**src/rtl/cb_adc_pkg.sv**
```systemverilog
// Package: shared phase encoding and duty-cycle constants for the
// charge-balance sequencer. Assumes an 8-slot duty cycle throughout.
package cb_adc_pkg;

    localparam int SLOTS_PER_DUTY = 8;
    localparam int SLOT_W         = $clog2(SLOTS_PER_DUTY);

    typedef enum logic [2:0] {
        PH_START    = 3'd0,
        PH_MEASURE  = 3'd1,
        PH_OVERRIDE = 3'd2,
        PH_HOLD     = 3'd3,
        PH_LOAD     = 3'd4,
        PH_CLEAR    = 3'd5
    } phase_e;

endpackage

```
**src/rtl/cb_duty_gen.sv**
```systemverilog
// Duty-cycle generator: walks slots 0..7 while counting is active and forms
// the up/down drive from the pattern chosen by the last comparator sample.
// Assumes the sequencer gives one START clock before the first duty cycle.
module cb_duty_gen
    import cb_adc_pkg::*;
(
    input  logic              clk,
    input  logic              rst_n,
    input  phase_e            phase,
    input  logic              comp,
    output logic              ud,
    output logic              duty_last,
    output logic [SLOT_W-1:0] slot,
    output logic              pat_a
);

    localparam logic [SLOT_W-1:0] LAST_SLOT = SLOT_W'(SLOTS_PER_DUTY - 1);

    logic run;

    // Purpose: counting phases are the only ones that drive the integrator.
    assign run = (phase == PH_MEASURE) || (phase == PH_OVERRIDE);

    // Purpose: slot counter and pattern choice, sampled before each duty cycle.
    always_ff @(posedge clk) begin
        if (!rst_n) begin
            slot  <= '0;
            pat_a <= 1'b0;
        end else if (phase == PH_START) begin
            slot  <= '0;
            pat_a <= comp;
        end else if (run) begin
            slot <= slot + 1'b1;
            if (slot == LAST_SLOT) begin
                pat_a <= comp;
            end
        end else begin
            slot <= '0;
        end
    end

    // Purpose: pattern A is high only in slot 0; pattern B low only in the last slot.
    always_comb begin
        if (!run) begin
            ud = 1'b0;
        end else if (pat_a) begin
            ud = (slot == '0);
        end else begin
            ud = (slot != LAST_SLOT);
        end
    end

    assign duty_last = run && (slot == LAST_SLOT);

endmodule

```
**src/rtl/cb_seq_ctrl.sv**
```systemverilog
// Sequencer: counts measure duty cycles, runs the override until the
// three-way low condition or the timeout, then steps hold, load and clear.
// Assumes MEAS_CYCLES >= 2 and OVR_TIMEOUT >= 2.
module cb_seq_ctrl
    import cb_adc_pkg::*;
#(
    parameter int MEAS_CYCLES = 256,
    parameter int OVR_TIMEOUT = 1024
) (
    input  logic   clk,
    input  logic   rst_n,
    input  logic   comp,
    input  logic   muz,
    input  logic   ud,
    input  logic   duty_last,
    output phase_e phase,
    output logic   count_en,
    output logic   load_now,
    output logic   clear_now
);

    localparam int DC_W = (MEAS_CYCLES > 1) ? $clog2(MEAS_CYCLES) : 1;
    localparam int OT_W = (OVR_TIMEOUT > 1) ? $clog2(OVR_TIMEOUT) : 1;
    localparam logic [DC_W-1:0] DC_LAST = DC_W'(MEAS_CYCLES - 1);
    localparam logic [OT_W-1:0] OT_LAST = OT_W'(OVR_TIMEOUT - 1);

    logic [DC_W-1:0] dc_q;
    logic [OT_W-1:0] ot_q;
    logic            balanced;
    logic            ovr_stop;

    // Purpose: the override ends on balance or at its last permitted clock.
    assign balanced = !muz && !ud && !comp;
    assign ovr_stop = (phase == PH_OVERRIDE) && (balanced || (ot_q == OT_LAST));

    // Purpose: count on every measure/override clock except the stopping one.
    assign count_en  = ((phase == PH_MEASURE) || (phase == PH_OVERRIDE)) && !ovr_stop;
    assign load_now  = (phase == PH_LOAD);
    assign clear_now = (phase == PH_CLEAR);

    // Purpose: phase transitions plus duty-cycle and timeout counters.
    always_ff @(posedge clk) begin
        if (!rst_n) begin
            phase <= PH_START;
            dc_q  <= '0;
            ot_q  <= '0;
        end else begin
            case (phase)
                PH_START: begin
                    phase <= PH_MEASURE;
                    dc_q  <= '0;
                end
                PH_MEASURE: begin
                    if (duty_last) begin
                        if (dc_q == DC_LAST) begin
                            phase <= PH_OVERRIDE;
                            ot_q  <= '0;
                        end else begin
                            dc_q <= dc_q + 1'b1;
                        end
                    end
                end
                PH_OVERRIDE: begin
                    if (ovr_stop) begin
                        phase <= PH_HOLD;
                    end else begin
                        ot_q <= ot_q + 1'b1;
                    end
                end
                PH_HOLD:  phase <= PH_LOAD;
                PH_LOAD:  phase <= PH_CLEAR;
                PH_CLEAR: phase <= PH_START;
                default:  phase <= PH_START;
            endcase
        end
    end

endmodule

```
**src/rtl/cb_bcd_counter.sv**
```systemverilog
// Sign-magnitude BCD up/down counter. The magnitude moves away from zero
// when the direction matches the sign and toward zero otherwise. A step
// from zero takes the sign from the direction. Saturates at all nines.
module cb_bcd_counter #(
    parameter int NUM_DIGITS = 4
) (
    input  logic                    clk,
    input  logic                    rst_n,
    input  logic                    step_en,
    input  logic                    up,
    input  logic                    clear,
    output logic [NUM_DIGITS*4-1:0] mag,
    output logic                    sign_pos,
    output logic                    mag_zero
);

    localparam int MAG_W = NUM_DIGITS * 4;

    logic [NUM_DIGITS-1:0] is_nine;
    logic [NUM_DIGITS-1:0] is_zero;
    logic [NUM_DIGITS-1:0] inc_hit;
    logic [NUM_DIGITS-1:0] dec_hit;
    logic [MAG_W-1:0]      mag_inc;
    logic [MAG_W-1:0]      mag_dec;
    logic                  all_nine;

    // Purpose: per-digit carry and borrow, each built from lower-digit flags without a chain.
    for (genvar i = 0; i < NUM_DIGITS; i++) begin : g_digit
        assign is_nine[i] = (mag[i*4 +: 4] == 4'd9);
        assign is_zero[i] = (mag[i*4 +: 4] == 4'd0);
        if (i == 0) begin : g_lsd
            assign inc_hit[i] = 1'b1;
            assign dec_hit[i] = 1'b1;
        end else begin : g_upper
            assign inc_hit[i] = &is_nine[i-1:0];
            assign dec_hit[i] = &is_zero[i-1:0];
        end
        assign mag_inc[i*4 +: 4] = !inc_hit[i] ? mag[i*4 +: 4] :
                                   (is_nine[i] ? 4'd0 : mag[i*4 +: 4] + 4'd1);
        assign mag_dec[i*4 +: 4] = !dec_hit[i] ? mag[i*4 +: 4] :
                                   (is_zero[i] ? 4'd9 : mag[i*4 +: 4] - 4'd1);
    end

    assign all_nine = &is_nine;
    assign mag_zero = &is_zero;

    // Purpose: apply one signed step, a zero crossing, or a clear.
    always_ff @(posedge clk) begin
        if (!rst_n) begin
            mag      <= '0;
            sign_pos <= 1'b1;
        end else if (clear) begin
            mag <= '0;
        end else if (step_en) begin
            if (mag_zero) begin
                sign_pos <= up;
                mag      <= MAG_W'(1);
            end else if (up == sign_pos) begin
                if (!all_nine) begin
                    mag <= mag_inc;
                end
            end else begin
                mag <= mag_dec;
            end
        end
    end

endmodule

```
**src/rtl/cb_result_latch.sv**
```systemverilog
// Output latches: capture magnitude, sign and the underrange decision when
// told to load, and raise a one-clock strobe. Holds values otherwise.
module cb_result_latch #(
    parameter int NUM_DIGITS   = 4,
    parameter int UNDER_THRESH = 100
) (
    input  logic                    clk,
    input  logic                    rst_n,
    input  logic                    load,
    input  logic [NUM_DIGITS*4-1:0] mag,
    input  logic                    sign_pos,
    output logic [NUM_DIGITS*4-1:0] res_digits,
    output logic                    res_pos,
    output logic                    underrange,
    output logic                    load_strobe
);

    // Purpose: binary value of a BCD magnitude for the threshold compare.
    function automatic int bcd_value(input logic [NUM_DIGITS*4-1:0] v);
        int acc;
        acc = 0;
        for (int i = NUM_DIGITS - 1; i >= 0; i--) begin
            acc = acc * 10 + 32'(v[i*4 +: 4]);
        end
        return acc;
    endfunction

    logic under_now;

    // Purpose: decide underrange from the live counter at load time.
    assign under_now = (bcd_value(mag) < UNDER_THRESH);

    // Purpose: latch the result and pulse the strobe on a load.
    always_ff @(posedge clk) begin
        if (!rst_n) begin
            res_digits  <= '0;
            res_pos     <= 1'b1;
            underrange  <= 1'b0;
            load_strobe <= 1'b0;
        end else begin
            load_strobe <= load;
            if (load) begin
                res_digits <= mag;
                res_pos    <= sign_pos;
                underrange <= under_now;
            end
        end
    end

endmodule

```
**src/rtl/cb_adc_seq.sv**
```systemverilog
// Top: charge-balance converter control sequencer. Joins the duty-cycle
// generator, phase sequencer, BCD counter and result latches. Assumes the
// comparator and auto-zero qualifier are already synchronous to clk.
module cb_adc_seq
    import cb_adc_pkg::*;
#(
    parameter int NUM_DIGITS   = 4,
    parameter int MEAS_CYCLES  = 256,
    parameter int OVR_TIMEOUT  = 1024,
    parameter int UNDER_THRESH = 100
) (
    input  logic                    clk,
    input  logic                    rst_n,
    input  logic                    comp_i,
    input  logic                    muz_i,
    output logic                    ud_o,
    output logic [NUM_DIGITS*4-1:0] res_digits_o,
    output logic                    res_pos_o,
    output logic                    underrange_o,
    output logic                    load_strobe_o
);

    phase_e                  phase;
    logic                    duty_last;
    logic [SLOT_W-1:0]       slot;
    logic                    pat_a;
    logic                    count_en;
    logic                    load_now;
    logic                    clear_now;
    logic [NUM_DIGITS*4-1:0] mag;
    logic                    sign_pos;
    logic                    mag_zero;

    cb_duty_gen u_duty (
        .clk       (clk),
        .rst_n     (rst_n),
        .phase     (phase),
        .comp      (comp_i),
        .ud        (ud_o),
        .duty_last (duty_last),
        .slot      (slot),
        .pat_a     (pat_a)
    );

    cb_seq_ctrl #(
        .MEAS_CYCLES (MEAS_CYCLES),
        .OVR_TIMEOUT (OVR_TIMEOUT)
    ) u_seq (
        .clk       (clk),
        .rst_n     (rst_n),
        .comp      (comp_i),
        .muz       (muz_i),
        .ud        (ud_o),
        .duty_last (duty_last),
        .phase     (phase),
        .count_en  (count_en),
        .load_now  (load_now),
        .clear_now (clear_now)
    );

    cb_bcd_counter #(
        .NUM_DIGITS (NUM_DIGITS)
    ) u_cnt (
        .clk      (clk),
        .rst_n    (rst_n),
        .step_en  (count_en),
        .up       (ud_o),
        .clear    (clear_now),
        .mag      (mag),
        .sign_pos (sign_pos),
        .mag_zero (mag_zero)
    );

    cb_result_latch #(
        .NUM_DIGITS   (NUM_DIGITS),
        .UNDER_THRESH (UNDER_THRESH)
    ) u_latch (
        .clk         (clk),
        .rst_n       (rst_n),
        .load        (load_now),
        .mag         (mag),
        .sign_pos    (sign_pos),
        .res_digits  (res_digits_o),
        .res_pos     (res_pos_o),
        .underrange  (underrange_o),
        .load_strobe (load_strobe_o)
    );

endmodule

```
**config.mk**
```make
export PLATFORM = sky130hd
export DESIGN_NAME = cb_adc_seq
export DESIGN_NICKNAME = d
export VERILOG_FILES = /design/src/rtl/cb_adc_pkg.sv /design/src/rtl/cb_duty_gen.sv /design/src/rtl/cb_seq_ctrl.sv /design/src/rtl/cb_bcd_counter.sv /design/src/rtl/cb_result_latch.sv /design/src/rtl/cb_adc_seq.sv
export SDC_FILE = /design/constraint.sdc
export NUM_CORES = 1
export LEC_CHECK = 0
export BUFFER_PORTS_ARGS = -buffer_cell sky130_fd_sc_hd__buf_2
export CAP_MARGIN = 10
export CELL_PAD_IN_SITES_DETAIL_PLACEMENT = 2
export CELL_PAD_IN_SITES_GLOBAL_PLACEMENT = 2
export CORE_MARGIN = 2
export CORE_UTILIZATION = 40
export CTS_BUF_LIST = sky130_fd_sc_hd__clkbuf_4
export DETAILED_ROUTE_END_ITERATION = 10
export GPL_ROUTABILITY_DRIVEN = 0
export PLACE_DENSITY_LB_ADDON = 0.3
export SLEW_MARGIN = 0
export SYNTH_ARGS = -nofsm -noshare
export SYNTH_HDL_FRONTEND = slang
export SYNTH_SLANG_ARGS = --single-unit
```
**constraint.sdc**
```tcl
create_clock -name clk -period 13.3 [get_ports clk]
set_clock_uncertainty 0.1 [all_clocks]
set_input_delay 3.99 -clock clk [delete_from_list [all_inputs] [get_ports clk]]
set_output_delay 3.99 -clock clk [all_outputs]
set_load 0.02 [all_outputs]
```
==> flow_metrics.tcl <==
set metrics [dict create \
    clock_latency_ps 430 \
    critPathMaxStageDelay_ps 560 \
    start_util 0.412 \
    crit_family "adder cells" \
    syn_nets 727 \
    path_max_fanout 10 \
    dpl-instance-area_um2 5460 \
    layout.nets 740 \
    synth-simple-area-share 0.246 \
    min_from "u_duty.slot[0]" \
    worst_slack_ps 6790 \
    cts_setup_buffers 0 \
    fin_tns_setup_ps 0 \
    fp-row-count 41 \
    p_sw_uw 729 \
    max-vdd-ir-drop_mv 0.0967 \
    dieArea_um2 14000 \
    ctsResizeCount 0 \
    internal_power_uw 656 \
    final_area_um2 5600 \
    crit_cells 22 \
    hp-class "register to register" \
    p_clk_frac 0.098 \
    drive_gt1_frac 0.0894 \
    regToRegSetupSlack_ps 6790 \
    cts_buffers 9 \
    drt-initial-drc-count 206 \
    ctsHtreeMaxLevel 3 \
    synthArstFlopShare 0 \
    cts.hold.buffers_added 0 \
    die_x_um 118 \
    final.min_clock_period_ps 6510 \
    grt_pass1_wl_mm 28.3 \
    final_cell_mix "nand2_1, ha_1, dfxtp_1, nor2_1, a21oi_1" \
    yosysWarnings 0 \
    netlist_instances 653 \
    avgSynthCellArea_um2 7.99 \
    synth_compound_area_frac 0.191 \
    synth-edff-count 0 \
    wl_per_cell_um 19.5 \
    cp_num_buf_inv 1 \
    diodes 0 \
    required_ps 13580 \
    place_inst 827 \
    p_leak_uw 0.00231 \
    portBuffers 23 \
    synth-xor-area-share 0.0837 \
    viasPerCell 5.85 \
    die_y_um 118 \
    start_kind "register" \
    seqPwrFrac 0.182 \
    dp_hpwl_mm 11.8 \
    gr-total-overflow 0 \
    worstPathCellList "ha_1 -> ha_1 -> inv_1 -> fa_1 -> nor3b_1 -> xnor2_1 -> ha_1 -> ha_1 -> a21oi_1 -> xnor2_1 -> nand3_1 -> xnor2_1 -> ha_1 -> ha_1 -> a2111oi_0 -> o21ai_0 -> nand2_1 -> xnor2_1 -> or4_1 -> o31a_1 -> nor4_1 -> a32o_1" \
    postRouteAntennaNets 0 \
    antenna_found_initial 0 \
    yosys_register_bits 61 \
    cp-end-kind "register" \
    area_growth_pct 7.21 \
    mostFrequentLayoutCell "nand2_1" \
    hold_path_end "u_duty.slot[0]" \
    cap_viol_max_count 0 \
    sw_frac_of_total 0.526 \
    worst_path_most_repeated_cell "ha_1" \
    muxShareOfSynthArea 0.0197 \
    synthAdderAreaFrac 0.178 \
    worstRegToRegCells 22 \
    reg2reg_to "u_latch.underrange" \
    r2r_start "u_cnt.mag[15]" \
    root_buffer "clkbuf_4" \
    post-route-period-util 0.489 \
    path_class "register to register" \
    synthFlopType "dfxtp_1" \
    tightest_slew_ps 1080 \
    grt_max_degree 29 \
    setup-violations-final 0 \
    yosysSeqAreaShare 0.234 \
    cp_slowest_cell "dfxtp_1" \
    rsz0062_at_grt "no" \
    max_slew_margin 0.276 \
    drc_errors 0 \
    totalWireLength_mm 16.5 \
    dp_slack_ps 6730 \
    cts.sinks 61 \
    netlist_area_um2 5220 \
    layout.cells.non_filler 843 \
    firstDrtPassIters 5 \
    hold_viol 0 \
    hold_depth 1 \
    grt_usage 0.244 \
    power.share.combinational 0.720 \
    core-area_um2 12700 \
    slew_viol_final 0 \
    p_per_area_nw_per_um2 247 \
    status "completed" \
    synth_cell_types 72 \
    via_count 4931 \
    synth_top_family_by_area "simple AND/OR/NAND/NOR gates" \
    clockBufferDepth 2 \
    grt_pass1_vias 5637 \
    cts_tree "done" \
    final_util 0.442 \
    io_pins 24 \
    worst_ep_arrival_time_ps 6790 \
    clk_pin_slew_worst_paths_ps 130 \
    fmax_mhz 154 \
]
-- cell type report --
class	count	area, um2
multi-input cells	531	3750
clock buffers	9	67.6
inverters	38	143
flip-flops and latches	61	1220
fillers	1462	7070
clock inverters	7	66.3
well taps	172	215
repair buffers	25	130
-- cells by family (layout without fill, tap and decap cells) --
logic type                 after synthesis  count (layout)
muxes                                    9               9
and+or+nand+nor                        248             248
xor gates and xnor gates                49              49
other                                    1               1
AOI/OAI and AO/OA                      153             153
buffers and inverters                   61              79
adders and majority gates               71              71
DFF                                     61              61
-- flip-flops by register name, summed over array words and instances (netlist names) --
signal / cells
u_latch.underrange: 1
u_latch.res_pos: 1
u_seq.dc_q: 8
u_seq.phase: 3
u_latch.load_strobe: 1
u_duty.slot: 3
u_cnt.mag: 16
u_latch.res_digits: 16
u_duty.pat_a: 1
u_seq.ot_q: 10
u_cnt.sign_pos: 1
-- cells in the mapped netlist, drive strengths merged (3+ instances only) --
master	n	area (um2)
nor2	51	191
nand4b	3	41.3
nand2	81	304
or3	8	60.1
o21bai	4	30.0
xnor2	30	263
or2	6	37.5
o21ai	31	155
a21o	6	45.0
nor4	4	25.0
and3b	3	26.3
nor3b	6	50.1
nand3b	7	52.6
nor3	11	55.1
buf	5	35.0
and2	5	31.3
ha	64	801
mux2i	8	80.1
o21a	3	22.5
o22ai	9	56.3
a31oi	4	25.0
nor2b	9	56.3
and4	3	26.3
nand3	22	128
a21oi	42	214
o311ai	3	26.3
clkbuf	18	67.6
a211oi	11	95.1
nand2b	7	43.8
and3	5	31.3
dfxtp	61	1220
xor2	19	174
a21boi	18	135
inv	37	139
fa	6	120
nand4	12	75.1
-- how the worst max path moves through the flow --
stage	from	end	slack, ps
3_5_place_dp	u_cnt.mag[15]	u_latch.underrange	6730
2_1_floorplan	u_cnt.mag[13]	u_latch.underrange	7660
5_1_grt	u_cnt.mag[15]	u_latch.underrange	6230
6_report	u_cnt.mag[15]	u_latch.underrange	6790
4_1_cts	u_cnt.mag[15]	u_latch.underrange	6710
3_3_place_gp	u_cnt.mag[15]	u_latch.underrange	7130
-- metal layers --
layer | wire length (um) | GRT usage | part of all wire | up-vias
li1 | - | - | - | 2345
met1 | 7050 | 0.286 | 0.43 | 2458
met2 | 8610 | 0.453 | 0.52 | 85
met3 | 382 | 0.0304 | 0.023 | 43
met4 | 411 | 0.0873 | 0.025 | 0
met5 | 0 | 0 | 0 | -
-- through the flow --
step                      power [uW]  hold WS, ps
after floorplan                 1010          317
after global placement          1180          332
after detailed placement        1250          347
after CTS                       1400          386
after global routing            1540          408
final                           1380          382
-- worst register-to-register path, stage by stage (launching register included) --
cell	delay [ps]
dfxtp_1	560
ha_1	310
ha_1	210
inv_1	70
fa_1	460
nor3b_1	350
xnor2_1	210
ha_1	280
ha_1	350
a21oi_1	310
xnor2_1	240
nand3_1	210
xnor2_1	280
ha_1	280
ha_1	370
a2111oi_0	400
o21ai_0	210
nand2_1	130
xnor2_1	80
or4_1	520
o31a_1	120
nor4_1	280
a32o_1	160
-- power by group through the flow --
| stage | combinational, uW | clock, uW | sequential [uW] |
|---|---|---|---|
| after floorplan | 778 | 0 | 227 |
| after global placement | 925 | 0 | 251 |
| after detailed placement | 994 | 0 | 254 |
| after CTS | 1010 | 138 | 251 |
| after global routing | 1140 | 147 | 257 |
| final | 997 | 136 | 252 |
Power figures use the tool's default switching activity.
